--- src/rtl/dpd_pkg.sv ---
package dpd_pkg;

    typedef enum logic [2:0] {
        CMD_NOP,
        CMD_PALL,
        CMD_REF,
        CMD_MRS,
        CMD_DPD
    } cmd_e;

    typedef enum logic [3:0] {
        ST_RDY,
        ST_PRE,
        ST_PRE_WAIT,
        ST_ENTER,
        ST_SLEEP,
        ST_STAB,
        ST_PALL,
        ST_PALL_WAIT,
        ST_REF,
        ST_REF_WAIT,
        ST_MRS,
        ST_MRS_WAIT
    } state_e;

endpackage

--- src/rtl/dpd_timer.sv ---
module dpd_timer #(
    parameter int CW = 16
) (
    input  logic          clk,
    input  logic          rst_n,
    input  logic          load,
    input  logic [CW-1:0] load_val,
    output logic          zero
);
    logic [CW-1:0] cnt_d, cnt_q;

    always_comb begin
        cnt_d = cnt_q;
        if (load)
            cnt_d = load_val;
        else if (cnt_q != '0)
            cnt_d = cnt_q - 1'b1;
    end

    always_ff @(posedge clk or negedge rst_n) begin
        if (!rst_n) cnt_q <= '0;
        else        cnt_q <= cnt_d;
    end

    assign zero = (cnt_q == '0);
endmodule

--- src/rtl/dpd_cmd_enc.sv ---
module dpd_cmd_enc
    import dpd_pkg::*;
#(
    parameter int              ADDR_W    = 13,
    parameter logic [ADDR_W-1:0] MODE_WORD = '0
) (
    input  cmd_e              cmd,
    output logic              cs_n,
    output logic              ras_n,
    output logic              cas_n,
    output logic              we_n,
    output logic [ADDR_W-1:0] addr
);
    localparam int A10 = 10;

    always_comb begin
        cs_n  = 1'b0;
        ras_n = 1'b1;
        cas_n = 1'b1;
        we_n  = 1'b1;
        addr  = '0;
        unique case (cmd)
            CMD_PALL: begin
                ras_n     = 1'b0;
                we_n      = 1'b0;
                addr[A10] = 1'b1;
            end
            CMD_REF: begin
                ras_n = 1'b0;
                cas_n = 1'b0;
            end
            CMD_MRS: begin
                ras_n = 1'b0;
                cas_n = 1'b0;
                we_n  = 1'b0;
                addr  = MODE_WORD;
            end
            CMD_DPD: begin
                we_n = 1'b0;
            end
            default: ;
        endcase
    end
endmodule

--- src/rtl/dpd_seq.sv ---
module dpd_seq
    import dpd_pkg::*;
#(
    parameter int              NBANK     = 4,
    parameter int              ADDR_W    = 13,
    parameter int              TRP_CYC   = 2,
    parameter int              TRC_CYC   = 7,
    parameter int              TMRD_CYC  = 2,
    parameter int              STAB_CYC  = 20000,
    parameter logic [ADDR_W-1:0] MODE_WORD = 13'h0033
) (
    input  logic              clk,
    input  logic              rst_n,
    input  logic              sleep_req,
    input  logic              wake_req,
    input  logic [NBANK-1:0]  bank_open,
    output logic              cke,
    output logic              cs_n,
    output logic              ras_n,
    output logic              cas_n,
    output logic              we_n,
    output logic [ADDR_W-1:0] addr,
    output logic              ready,
    output logic              busy
);
    localparam int M1    = (TRP_CYC > TRC_CYC) ? TRP_CYC : TRC_CYC;
    localparam int M2    = (M1 > TMRD_CYC) ? M1 : TMRD_CYC;
    localparam int MAXW  = (M2 > STAB_CYC) ? M2 : STAB_CYC;
    localparam int CW    = $clog2(MAXW + 1);
    localparam logic [CW-1:0] LD_TRP  = CW'(TRP_CYC - 1);
    localparam logic [CW-1:0] LD_TRC  = CW'(TRC_CYC - 1);
    localparam logic [CW-1:0] LD_TMRD = CW'(TMRD_CYC - 1);
    localparam logic [CW-1:0] LD_STAB = CW'(STAB_CYC - 1);

    typedef struct packed {
        state_e st;
        logic   second_ref;
        logic   wake_pend;
    } seq_t;

    seq_t          s_d, s_q;
    logic          tmr_load;
    logic [CW-1:0] tmr_val;
    logic          tmr_zero;
    cmd_e          cmd;
    logic          any_open;

    assign any_open = |bank_open;

    always_comb begin
        s_d      = s_q;
        tmr_load = 1'b0;
        tmr_val  = '0;
        unique case (s_q.st)
            ST_RDY: begin
                s_d.wake_pend = 1'b0;
                if (sleep_req) s_d.st = any_open ? ST_PRE : ST_ENTER;
            end
            ST_PRE: begin
                s_d.st   = ST_PRE_WAIT;
                tmr_load = 1'b1;
                tmr_val  = LD_TRP;
            end
            ST_PRE_WAIT: if (tmr_zero) s_d.st = ST_ENTER;
            ST_ENTER:    s_d.st = ST_SLEEP;
            ST_SLEEP: begin
                if (wake_req || s_q.wake_pend) begin
                    s_d.st        = ST_STAB;
                    s_d.wake_pend = 1'b0;
                    tmr_load      = 1'b1;
                    tmr_val       = LD_STAB;
                end
            end
            ST_STAB: if (tmr_zero) s_d.st = ST_PALL;
            ST_PALL: begin
                s_d.st   = ST_PALL_WAIT;
                tmr_load = 1'b1;
                tmr_val  = LD_TRP;
            end
            ST_PALL_WAIT: begin
                if (tmr_zero) begin
                    s_d.st         = ST_REF;
                    s_d.second_ref = 1'b0;
                end
            end
            ST_REF: begin
                s_d.st   = ST_REF_WAIT;
                tmr_load = 1'b1;
                tmr_val  = LD_TRC;
            end
            ST_REF_WAIT: begin
                if (tmr_zero) begin
                    if (s_q.second_ref) begin
                        s_d.st = ST_MRS;
                    end else begin
                        s_d.st         = ST_REF;
                        s_d.second_ref = 1'b1;
                    end
                end
            end
            ST_MRS: begin
                s_d.st   = ST_MRS_WAIT;
                tmr_load = 1'b1;
                tmr_val  = LD_TMRD;
            end
            ST_MRS_WAIT: if (tmr_zero) s_d.st = ST_RDY;
            default: s_d.st = ST_RDY;
        endcase
        // held wake: captured during the entry states
        if ((s_q.st == ST_PRE || s_q.st == ST_PRE_WAIT || s_q.st == ST_ENTER) && wake_req)
            s_d.wake_pend = 1'b1;
    end

    always_ff @(posedge clk or negedge rst_n) begin
        if (!rst_n) s_q <= '{st: ST_RDY, second_ref: 1'b0, wake_pend: 1'b0};
        else        s_q <= s_d;
    end

    always_comb begin
        unique case (s_q.st)
            ST_PRE, ST_PALL: cmd = CMD_PALL;
            ST_ENTER:        cmd = CMD_DPD;
            ST_REF:          cmd = CMD_REF;
            ST_MRS:          cmd = CMD_MRS;
            default:         cmd = CMD_NOP;
        endcase
    end

    assign cke   = !(s_q.st == ST_ENTER || s_q.st == ST_SLEEP);
    assign ready = (s_q.st == ST_RDY);
    assign busy  = !ready;

    dpd_timer #(.CW(CW)) u_tmr (
        .clk      (clk),
        .rst_n    (rst_n),
        .load     (tmr_load),
        .load_val (tmr_val),
        .zero     (tmr_zero)
    );

    dpd_cmd_enc #(.ADDR_W(ADDR_W), .MODE_WORD(MODE_WORD)) u_enc (
        .cmd   (cmd),
        .cs_n  (cs_n),
        .ras_n (ras_n),
        .cas_n (cas_n),
        .we_n  (we_n),
        .addr  (addr)
    );
endmodule

--- config.mk ---
export PLATFORM = sky130hd
export DESIGN_NAME = dpd_seq
export DESIGN_NICKNAME = d
export VERILOG_FILES = /design/src/rtl/dpd_pkg.sv /design/src/rtl/dpd_timer.sv /design/src/rtl/dpd_cmd_enc.sv /design/src/rtl/dpd_seq.sv
export SDC_FILE = /design/constraint.sdc
export NUM_CORES = 1
export LEC_CHECK = 0
export ABC_AREA = 1
export ABC_CLOCK_PERIOD_IN_PS = 2150
export CAP_MARGIN = 20
export CORE_ASPECT_RATIO = 0.6
export CORE_UTILIZATION = 30
export CTS_CLUSTER_SIZE = 12
export DETAILED_ROUTE_END_ITERATION = 10
export DONT_BUFFER_PORTS = 1
export RECOVER_POWER = 100
export SYNTH_ARGS = -nofsm -noshare
export SYNTH_HDL_FRONTEND = slang
export SYNTH_SLANG_ARGS = --single-unit
--- constraint.sdc ---
create_clock -name clk -period 2.15 [get_ports clk]
set_clock_uncertainty 0.2 [all_clocks]
set_input_delay 0.43 -clock clk [delete_from_list [all_inputs] [get_ports clk]]
set_output_delay 0.43 -clock clk [all_outputs]
set_load 0.03 [all_outputs]
After elaboration in Yosys (flattened, before gate mapping)
Index checks and enable logic that the tools add are counted.

Add/sub/neg operators: 1. Equality and inequality tests: 23. Mux-type cells: 26. Reduce and logical (&&, ||, !) cells: 23.

Operator list (number): $pmux 4 s12 (1); $mux 15 (3); $pmux 15 s3 (1); $mux 4 (5); $eq 4x3->1 const B (4); $eq 4x4->1 const B (4); $logic_not 15->1 (1); $reduce_bool 15->1 (1); $sub 15x1->15 const B (1); $ne 2x2->1 const B (7); $pmux 3 s4 (1); $mux 5 (2); $reduce_or 3->1 (3); $eq 4x2->1 const B (2); $reduce_or 4->1 (2); $mux 1 (7); $reduce_and 7->1 (1); $eq 3x2->1 const B (2); $mux 6 (1); $pmux 1 s2 (3); $eq 4x1->1 const B (1); $logic_not 4->1 (1); $logic_or 1x1->1 (4); $mux 2 (2); 10 further kinds (13).

Register bits: 21. Bits of input ports: 8. Output and inout bits: 20. Logic and storage cells: 77.

Longest topological paths before layout
Gate-level depths: netlist (run 1).

Depth after elaboration: 6. Depth in mapped cells: 10.

Hierarchy
From an unflattened synthesis (run 1), not the netlist that was laid out.

Cell total of the unflattened synthesis: 249. Area total of the unflattened synthesis: 1650.3 um^2.

Modules (own cells, without submodules): dpd_timer (times used 1, cells each 139, area an instance 1007.2 um^2, seq. area each 375.4 um^2); dpd_seq (times used 1, cells each 88, area an instance 509.2 um^2, seq. area each 150.1 um^2); dpd_cmd_enc (times used 1, cells each 22, area an instance 133.9 um^2, seq. area each 0.0 um^2).

Worst setup path before layout (run 1)
No wires, ideal clock.

Path type: flip-flop to output port. Start: register s_q[2] (netlist bit). End: output ras_n. Arrival: 1.478 ns. Required time: 1.520 ns. Path slack: 0.042 ns. Cell stages (with the launch flop): 6. Buffers on the path: 0. Path through: dfrtp_1 > inv_1 > nor2_1 > nand2_2 > nand2_1 > nor2_1.

Cells in the longest elaborated chain, start to end: 6.

RTL lines: start: declaration (line dpd_seq.sv:41) `seq_t s_d, s_q;`; start signal: assignment (line dpd_seq.sv:115) `if (!rst_n) s_q <= '{st: ST_RDY, second_ref: 1'b0, wake_pend: 1'b0};`; $eq 4x1->1 or $eq 4x3->1 (tied branches) (line dpd_seq.sv:120) `unique case (s_q.st)`; $reduce_or 2->1 (line dpd_seq.sv:120); $pmux 3 s4 (*) (line dpd_seq.sv:120); $eq 3x2->1 or $eq 3x1->1 (tied branches) (line dpd_cmd_enc.sv:22) `unique case (cmd)`; $reduce_or 3->1 (no source line) (*); $mux 1 (*) (line dpd_cmd_enc.sv:22); end: declaration (line dpd_seq.sv:19) `output logic ras_n,`.

Mark *: on every way between the ends. The rest lies on a longest branch, timed or not.

Final worst setup path (run 1)
Start: register s_q[5] (netlist bit). End: output we_n.

Cells in the longest elaborated chain, start to end: 6.

RTL lines: $eq 4x1->1 or $eq 4x3->1 (tied branches) (line dpd_seq.sv:120); $reduce_or 2->1 (line dpd_seq.sv:120); $pmux 3 s4 (*) (line dpd_seq.sv:120); $eq 3x3->1, or another cell as far along (line dpd_cmd_enc.sv:22); $reduce_or 3->1 (no source line) (*); $mux 1 (*) (line dpd_cmd_enc.sv:22); end: declaration (line dpd_seq.sv:21) `output logic we_n,`.

Marked as above.

==> flow_metrics.py, run 1 <==
metrics = {
    "outcome": {
        "status": "finished, final reports clean",
    },
    "setup_path": {
        "cp.arrival_ps": 1450,
        "ff2ff_setup_slack_ps": 150,
        "cp-end-kind": "primary output",
        "reg2reg_to": "u_tmr.cnt_q[0]$_DFFE_PN0P_",
        "r2r_start": "s_q[5]$_DFFE_PN0P_",
        "ff2ff_path_depth": 10,
        "worstSetupPathType": "flip-flop to primary output",
        "critical_path_required_ps": 1520,
        "cp_max_fo": 7,
        "start_kind": "flip-flop",
    },
    "place": {
        "place_ws_ps": 182.7,
        "numPortBuffers": 0,
        "gp_congestion": 0.9696,
        "hpwl_mm": 2.911,
    },
    "sta": {
        "relSlewSlack_pct": 59.71,
        "setup_viol": 0,
        "fmax_ghz": 0.4800,
        "final_hold_viol_count": 0,
        "worst_slack_ps": 66.55,
        "setup_tns_ps": 0,
        "period_needed_ps": 2083,
        "whs_ps": 169.0,
        "rsz0062_at_grt": "yes",
        "worstMarginPinSlew_ps": 604.4,
        "finalCritPeriodShare_pct": 96.90,
        "maxSlewViolCount": 0,
    },
    "routing": {
        "wire_per_inst_um": 12.18,
        "drcViolationCount": 0,
        "antenna_left": 0,
        "vias": 1346,
        "dr.pass1.iters": 4,
        "drt-total-wl_mm": 3.678,
        "vias_per_cell": 4.457,
        "drtIter0Drc": 126,
    },
    "cells_and_area": {
        "layout.nets": 249,
        "area_growth_pct": 14.85,
        "antenna_cells": 0,
        "fill_cells": 497,
        "drive_gt1_share_pct": 18.83,
    },
    "floorplan": {
        "io_pins": 28,
        "die_h_um": 57.39,
        "start_util_pct": 32.43,
        "die_width_um": 94.32,
        "rows": 19,
        "core_area_sq_mm": 0.004731,
        "die-area_sq_mm": 0.005413,
    },
    "power_and_ir_drop": {
        "vdd_drop_max_mv": 0.8324,
        "p_per_area_mw_per_mm2": 1652,
        "cellLeakagePower_nw": 0.9842,
    },
    "hold_path": {
        "holdPathStages": 2,
        "whs_endpoint": "u_tmr.cnt_q[14]$_DFFE_PN0P_",
        "min-delay-path-class": "primary input to flip-flop",
        "min_from": "wake_req",
    },
    "yosys": {
        "yosys.cell_count.top_type": "nand2_1",
        "seq_area_frac_synth_pct": 34.26,
        "ys_ff_latch": 21,
        "yosys-top-cells-area": "dfrtp_1 34%, nand2_1 13%, nor2_1 8.8%",
        "ys_async_sr_fraction_pct": 100.0,
        "synthTopCellsByCount": "53 x nand2_1, 36 x nor2_1, 33 x inv_1",
        "synth_edf_count": 0,
        "yosysWarningCount": 0,
        "syn_area_per_cell_sq_um": 6.818,
        "syn_inst": 225,
        "synth.largest_area_cell": "dfrtp_1",
        "ys.flop_type": "dfrtp_1",
        "synthDistinctLibCells": 30,
        "synth_top_area_share_pct": 34.26,
        "synth_area_sq_mm": 0.001534,
    },
    "clock_network": {
        "htreeDepth": 1,
        "clock_path_buffers": 2,
        "cts.reportedPaths.clkPinSlew_ps": 80,
        "insertion_delay_ps": 270,
        "cts_root_buf": "clkbuf_8",
        "cts_tree": "done",
        "cts_buffers": 3,
        "clock_sinks": 21,
    },
    "global_route": {
        "track_usage_pct": 14.71,
        "grt_first_pass_wirelength_mm": 5.934,
        "antenna_found_initial": 0,
        "grt_pass1_vias": 1091,
        "grt-ovfl-total": 0,
        "grt_max_degree": 22,
    },
    "flow_run": {
        "cap_violations": 0,
    },
}
==> timing repair <==
| action | 4_1_cts | 5_1_grt |
|---|---|---|
| setup endpoints to repair | 2 | 14 |
| setup buffers | 0 | 0 |
| hold endpoints to repair | 21 | 0 |
| pin swaps | 1 | 1 |
| resized for setup | 6 | 11 |
| hold buffers | 1 | 0 |
==> worst max path at each step <==
stage	start	end	slack, ps	depth (start not counted)
after floorplan	s_q[2]$_DFFE_PN0P_	ras_n	40	5
after global placement	u_tmr.cnt_q[0]$_DFFE_PN0P_	u_tmr.cnt_q[0]$_DFFE_PN0P_	200	10
after detailed placement	s_q[4]$_DFFE_PN0P_	ras_n	180	5
after CTS	s_q[5]$_DFFE_PN0P_	we_n	-4	7
after global routing	s_q[2]$_DFFE_PN0P_	addr[10]	-0.4	5
final	s_q[5]$_DFFE_PN0P_	we_n	70	7
==> kinds of logic (layout without fill, tap and decap cells) <==
logic type	after synthesis	after routing	share of synthesized area [%]
fa+ha+maj	1	1	0.8155
simple gates	127	127	37.85
compound gates	18	18	7.178
xor+xnor	7	7	3.997
buf+inv	50	56	15.66
other cells	1	9	0.2445
flops	21	21	34.26
==> cells in the final DEF, fill, tap and decap left out, drive strengths merged <==
master,n
dfrtp,21
and2,1
nand3,21
ha,1
a21boi,1
a21oi,5
nand2,59
inv,37
xnor2,2
nand4,2
a22oi,1
o211ai,1
conb,9
nor3,1
xor2,5
o21ai,7
buf,12
or2,1
o21bai,1
clkbuf,6
nor2,42
a31oi,2
dlygate4sd3,1
==> worst max-delay path, cell delays in order, from the launching register on <==
cell and delay (ps):
dfrtp_2 470, inv_2 110, nor2_2 50, buf_4 150
nand2_4 70, nand3_4 90, nor2_4 100, buf_6 130
==> metal layers <==
layer  track usage, %  share of wire (%)  up-vias  routed length [um]
li1                 -                  -      699                   -
met1            26.15                 59      607                2187
met2            14.60                 32       38                1192
met3            5.733                7.6        2                 278
met4            2.637               0.52        0                  19
met5                0                  0        -                   0
==> sequential cells by signal, indices dropped and copies added (netlist names) <==
signal / flops
s_q: 6
u_tmr.cnt_q: 15
==> stage by stage <==
step	utilization [%]	cells	instance area, sq um	power, W
final	37.24	302	1762	0.002910
after global routing	37.24	302	1762	0.003174
after CTS	36.47	301	1725	0.002840
after detailed placement	34.91	296	1652	0.002528
after global placement	34.91	296	1652	0.002531
after floorplan	-	233	1564	0.002073
==> area by class of cell <==
class	instances	area, sq um	share of cell area [%]
multi-input combinational	162	845.8	48.01
clock buffer	4	45.04	2.557
timing repair buffer	15	125.1	7.102
inverter	37	138.9	7.884
tap	63	78.83	4.474
sequential	21	528.0	29.97
==> where the power goes <==
part	total, W	internal, W	switching, W
sequential	0.000736	0.000566	0.000169
combinational	0.00191	0.000665	0.00124
clock	0.000268	0.000132	0.000135
total	0.00291	0.00136	0.00155
(Power assumes the default switching activity.)
==> inputs of run 2 (changes only) <==
Settings changed: ABC_AREA 1 to unset.
==> run 2 against run 1 <==
The run now ends with setup timing left; cell count fell by 19%; area after synthesis fell by 4.6%; routed wire length fell by 3.7%; cell area barely moved; core utilization rose by 0.74 points; critical path depth fell by 1; clock power barely moved; non-clock buffer count rose by 14; critical endpoint unchanged; largest cell class unchanged; largest power group unchanged; highest routed layer unchanged.
==> flow_metrics.py, run 2 <==
metrics = {
    "hold_path": {
        "min_from": "wake_req",
        "holdPathStages": 2,
        "whs_endpoint": "s_q[0]$_DFFE_PN0P_",
        "min-delay-path-class": "primary input to flip-flop",
    },
    "cells_and_area": {
        "multi_input_area_sq_um": 853.3,
        "largest_register_ffs": 15,
        "antenna_cells": 0,
        "layout_commonest_cell": "buf_4",
        "regMostFlops": "u_tmr.cnt_q",
        "layout.nets": 191,
        "final_cell_mix": "22 x buf_4, 21 x dfrtp_1, 18 x nor2_1",
        "fill_cells": 476,
        "top_regs": "u_tmr.cnt_q: 15 flops, s_q: 6 flops",
        "ff_latch_area_sq_um": 525.5,
        "final_cells": 244,
        "drive_gt1_share_pct": 27.07,
        "area_growth_pct": 20.36,
    },
    "clock_network": {
        "cts_buffers": 3,
        "htreeDepth": 1,
        "clock_sinks": 21,
        "cts.reportedPaths.clkPinSlew_ps": 70,
        "insertion_delay_ps": 270,
        "cts_root_buf": "clkbuf_8",
        "cts_tree": "done",
        "clock_path_buffers": 2,
    },
    "floorplan": {
        "core_area_sq_mm": 0.004636,
        "die_h_um": 56.09,
        "die-area_sq_mm": 0.005168,
        "die_width_um": 92.15,
        "rows": 19,
        "io_pins": 28,
        "start_util_pct": 31.55,
    },
    "routing": {
        "drt-total-wl_mm": 3.541,
        "dr.pass1.iters": 4,
        "antenna_left": 0,
        "vias_per_cell": 4.869,
        "drtIter0Drc": 76,
        "wire_per_inst_um": 14.51,
        "vias": 1188,
        "drcViolationCount": 0,
    },
    "place": {
        "hpwl_mm": 2.653,
        "numPortBuffers": 0,
        "dp_cells": 237,
        "gp_congestion": 0.8756,
        "place_ws_ps": -58.26,
    },
    "global_route": {
        "track_usage_pct": 14.52,
        "grt_first_pass_wirelength_mm": 5.651,
        "grt-ovfl-total": 0,
        "antenna_found_initial": 0,
        "grt_max_degree": 22,
        "grt_pass1_vias": 1056,
    },
    "yosys": {
        "synth-xor-area-share_pct": 5.389,
        "yosys-top-cells-area": "dfrtp_1 36%, buf_4 6.2%, nor2_1 4.9%",
        "synth_top_family_by_area": "simple AND/OR/NAND/NOR gates",
        "yosys.cell_count.top_type": "dfrtp_1",
        "ys_ff_latch": 21,
        "yosys-mux-area-fraction_pct": 3.507,
        "yosysWarningCount": 0,
        "synthSimpleGateAreaFrac_pct": 26.18,
        "seq_area_frac_synth_pct": 35.93,
        "synth.largest_area_cell": "dfrtp_1",
        "synthDistinctLibCells": 54,
        "synth_area_sq_mm": 0.001463,
        "ys_async_sr_fraction_pct": 100.0,
        "synthAdderAreaFrac_pct": 0.8554,
        "synth_top_area_share_pct": 35.93,
        "synth_compound_area_share_pct": 17.96,
        "synth_edf_count": 0,
        "syn_area_per_cell_sq_um": 9.316,
        "ys.flop_type": "dfrtp_1",
        "synthTopCellsByCount": "21 x dfrtp_1, 19 x nor2_1, 12 x buf_4",
        "syn_inst": 157,
    },
    "setup_path": {
        "cp_max_fo": 5,
        "start_kind": "flip-flop",
        "cp.arrival_ps": 1540,
        "ff2ff_setup_slack_ps": 30,
        "critical_path_required_ps": 1520,
        "cp-end-kind": "primary output",
        "reg2reg_to": "s_q[5]$_DFFE_PN0P_",
        "r2r_start": "u_tmr.cnt_q[1]$_DFFE_PN0P_",
        "ff2ff_path_depth": 7,
        "worstSetupPathType": "flip-flop to primary output",
    },
    "sta": {
        "maxSlewViolCount": 0,
        "worst_slack_ps": -22.84,
        "setup_viol": 2,
        "fmax_ghz": 0.4602,
        "rsz0062_at_grt": "yes",
        "final_hold_viol_count": 0,
        "worstMarginPinSlew_ps": 725.8,
        "period_needed_ps": 2173,
        "finalCritPeriodShare_pct": 101.1,
        "relSlewSlack_pct": 51.61,
    },
    "power_and_ir_drop": {
        "cellLeakagePower_nw": 0.7717,
        "vdd_drop_max_mv": 0.3551,
        "p_per_area_mw_per_mm2": 978.0,
    },
    "flow_run": {
        "cap_violations": 0,
    },
    "outcome": {
        "failed_checks": "setup timing",
        "status": "complete, but fails checks",
    },
}
## run 2: cell types whose count changed after synthesis, moves of 6 or more
cell     change
nor2_1      -17
nand2_1     -44
a21oi_1      +6
nand3_1     -17
inv_1       -27
## run 2: worst max-delay path by stage
stage	start	cells after the start	end	slack, ps
finish	s_q[2]$_DFFE_PN0P_	6	we_n	-20
global route	s_q[5]$_DFFE_PN0P_	4	ras_n	-100
CTS	s_q[5]$_DFFE_PN0P_	4	ras_n	-30
detailed placement	u_tmr.cnt_q[1]$_DFFE_PN0P_	6	s_q[3]$_DFFE_PN0P_	-60
global placement	u_tmr.cnt_q[1]$_DFFE_PN0P_	6	s_q[3]$_DFFE_PN0P_	-70
floorplan	s_q[3]$_DFFE_PN0P_	4	addr[1]	-6
## run 2: layout make-up
type | count | area share, %
repair buffers | 29 | 13.15
inverters | 7 | 1.493
well taps | 63 | 4.478
multi-input cells | 120 | 48.47
clock buffers | 4 | 2.559
flip-flops and latches | 21 | 29.85
## run 2: power by group
part	internal [W]	leakage, nW	switching, W	total, W
clock	0.000132	0.0228	0.000133	0.000265
sequential	0.000544	0.253	0.000180	0.000724
combinational	0.000352	0.496	0.000381	0.000733
total	0.00103	0.772	0.000694	0.00172
## run 2: kinds of logic after synthesis
group,Yosys count
flip-flops,21
other,1
AO/OA/AOI/OAI,36
buffers and inverters,24
XOR/XNOR,9
multiplexers,5
AND/OR/NAND/NOR,60
adder cells (fa/ha/maj),1
## run 2: through the flow
step / power, W / instance area [sq um] / util [%] / TNS, ps / hold WS [ps]
3_3_place_gp: 0.001427 / 1660 / 35.82 / -134.2 / -64.69
6_report: 0.001722 / 1760 / 37.98 / -36.92 / 124.6
4_1_cts: 0.001748 / 1744 / 37.62 / -45.97 / 127.2
5_1_grt: 0.001854 / 1760 / 37.98 / -672.7 / 126.9
3_5_place_dp: 0.001438 / 1660 / 35.82 / -97.14 / -64.81
2_1_floorplan: 0.001256 / 1493 / - / -18.18 / -65.59
## run 2: routing by layer
layer	GRT usage (%)	vias up	part of all wire, %
met5	0	-	0
met4	4.688	0	1.0
met3	4.235	4	7.0
met2	16.74	27	38
met1	24.05	568	54
li1	-	589	-
## run 2: timing repair
item,4_1_cts,5_1_grt
pin swaps,1,1
gates cloned,0,0
hold buffers,1,0
setup buffers,0,1
gates resized for setup,7,8
hold endpoints to repair,21,0
setup endpoints to repair,14,22
## run 2: critical path, cell delays in order, from the launching register on
cell,delay [ps]
dfrtp_1,420
buf_6,150
nor2b_4,200
mux2i_1,100
nor2_1,200
a21oi_4,50
buf_6,140
==> inputs of run 3 (changes only) <==
Settings changed: CTS_BUF_LIST set to sky130_fd_sc_hd__clkbuf_4 sky130_fd_sc_hd__clkbuf_8 sky130_fd_sc_hd__clkbuf_16.
==> run 3 against run 2 <==
The flow still finishes with violations (setup timing); clock power increased by 5%; worst setup slack about the same; cell area is 0.21% higher.
==> flow_metrics.py, run 3 (synthesized netlist as in run 2, its figures left out) <==
metrics = {
    "cells_and_area": {
        "final_cell_mix": "22 x buf_4, 21 x dfrtp_1, 18 x nor2_1",
        "largest_register_ffs": 15,
        "area_growth_pct": 20.62,
        "drive_gt1_share_pct": 27.62,
        "regMostFlops": "u_tmr.cnt_q",
        "top_regs": "u_tmr.cnt_q: 15 flops, s_q: 6 flops",
        "layout.nets": 191,
        "layout_commonest_cell": "buf_4",
        "antenna_cells": 0,
    },
    "outcome": {
        "failed_checks": "setup timing",
        "status": "complete, but fails checks",
    },
    "global_route": {
        "grt-ovfl-total": 0,
        "grt_pass1_vias": 1056,
        "track_usage_pct": 14.52,
        "antenna_found_initial": 0,
        "grt_first_pass_wirelength_mm": 5.651,
        "grt_max_degree": 22,
    },
    "setup_path": {
        "start_kind": "flip-flop",
        "r2r_start": "u_tmr.cnt_q[1]$_DFFE_PN0P_",
        "cp_slowest_stage_delay_ps": 420,
        "cp_slowest_cell": "dfrtp_1",
        "worstSetupPathType": "flip-flop to primary output",
        "crit_chain": "buf_6 > nor2b_4 > mux2i_1 > nor2_1 > a21oi_4 > buf_6",
        "crit_top_cell": "buf_6",
        "cp_max_fo": 5,
        "cp-end-kind": "primary output",
        "ff2ff_path_depth": 7,
        "cp.arrival_ps": 1540,
        "reg2reg_to": "s_q[5]$_DFFE_PN0P_",
        "critical_path_required_ps": 1520,
        "ff2ff_setup_slack_ps": 20,
    },
    "place": {
        "gp_congestion": 0.8756,
        "hpwl_mm": 2.653,
        "numPortBuffers": 0,
        "place_ws_ps": -58.26,
    },
    "routing": {
        "dr.pass1.iters": 4,
        "wire_per_inst_um": 14.52,
        "antenna_left": 0,
        "drtIter0Drc": 76,
        "drcViolationCount": 0,
        "vias": 1188,
        "drt-total-wl_mm": 3.544,
        "vias_per_cell": 4.869,
    },
    "sta": {
        "period_needed_ps": 2173,
        "maxSlewViolCount": 0,
        "finalCritPeriodShare_pct": 101.0,
        "whs_ps": 124.8,
        "worst_slack_ps": -22.55,
        "worstMarginPinSlew_ps": 725.6,
        "final_hold_viol_count": 0,
        "setup_viol": 2,
        "fmax_ghz": 0.4603,
        "setup_tns_ps": -36.63,
        "rsz0062_at_grt": "yes",
        "relSlewSlack_pct": 51.62,
    },
    "clock_network": {
        "cts_root_buf": "clkbuf_8",
        "cts_tree": "done",
        "clock_path_buffers": 2,
        "cts.reportedPaths.clkPinSlew_ps": 70,
        "clock_sinks": 21,
        "cts_buffers": 3,
        "insertion_delay_ps": 270,
        "htreeDepth": 1,
    },
    "floorplan": {
        "io_pins": 28,
        "core_area_sq_mm": 0.004636,
        "start_util_pct": 31.55,
        "rows": 19,
        "die_h_um": 56.09,
        "die-area_sq_mm": 0.005168,
        "die_width_um": 92.15,
    },
    "power_and_ir_drop": {
        "cellLeakagePower_nw": 0.7751,
        "p_per_area_mw_per_mm2": 982.5,
        "vdd_drop_max_mv": 0.3548,
    },
    "flow_run": {
        "cap_violations": 0,
    },
    "hold_path": {
        "min-delay-path-class": "primary input to flip-flop",
        "holdPathStages": 2,
        "min_from": "wake_req",
        "whs_endpoint": "s_q[0]$_DFFE_PN0P_",
    },
}
-- run 3: cell counts in the layout (fill, tap and decap cells not counted) --
Identical to the previous run, type by type.
-- run 3: stage by stage --
stage	area [sq um]	util, %	instances	total power [W]
finish	1764	38.06	244	0.001733
global route	1764	38.06	244	0.001867
CTS	1748	37.71	242	0.001761
detailed placement	1660	35.82	237	0.001438
global placement	1660	35.82	237	0.001427
floorplan	1493	-	165	0.001256
-- run 3: cell type report --
type | count | area [sq um]
timing repair buffer | 29 | 231.5
fill | 475 | 2872
multi-input combinational | 120 | 853.3
clock buffer | 4 | 48.80
sequential | 21 | 525.5
inverter | 7 | 26.28
tap | 63 | 78.83
-- run 3: routing by layer --
layer,vias up,GRT usage (%),wire (um)
li1,589,-,-
met1,568,24.05,1896
met2,27,16.74,1363
met3,4,4.235,248
met4,0,4.688,36
met5,-,0,0
-- run 3: where the power goes --
part           switching [W]  internal, W  total (W)
clock               0.000132     0.000145   0.000277
combinational       0.000381     0.000352   0.000733
sequential          0.000180     0.000544   0.000723
-- run 3: how the worst max path moves through the flow --
stage	start	to	slack [ps]	cells after the start
2_1_floorplan	s_q[3]$_DFFE_PN0P_	addr[1]	-6	4
3_3_place_gp	u_tmr.cnt_q[1]$_DFFE_PN0P_	s_q[3]$_DFFE_PN0P_	-70	6
3_5_place_dp	u_tmr.cnt_q[1]$_DFFE_PN0P_	s_q[3]$_DFFE_PN0P_	-60	6
4_1_cts	s_q[5]$_DFFE_PN0P_	ras_n	-30	4
5_1_grt	s_q[5]$_DFFE_PN0P_	ras_n	-100	4
6_report	s_q[2]$_DFFE_PN0P_	we_n	-20	6
-- run 3: timing repair --
action | in CTS | in global routing
resized for setup | 7 | 8
hold buffers | 1 | 0
endpoints found under the setup margin | 14 | 22
pin swaps | 1 | 1
hold endpoints to repair | 21 | 0
setup buffers | 0 | 1
-- run 3: critical path: cells and delay by family (launching register included) --
kind | cells | cell delay, ps
AO/OA/AOI/OAI | 1 | 50
AND/OR/NAND/NOR | 2 | 400
multiplexers | 1 | 100
flip-flops | 1 | 420
buffers and inverters | 2 | 290
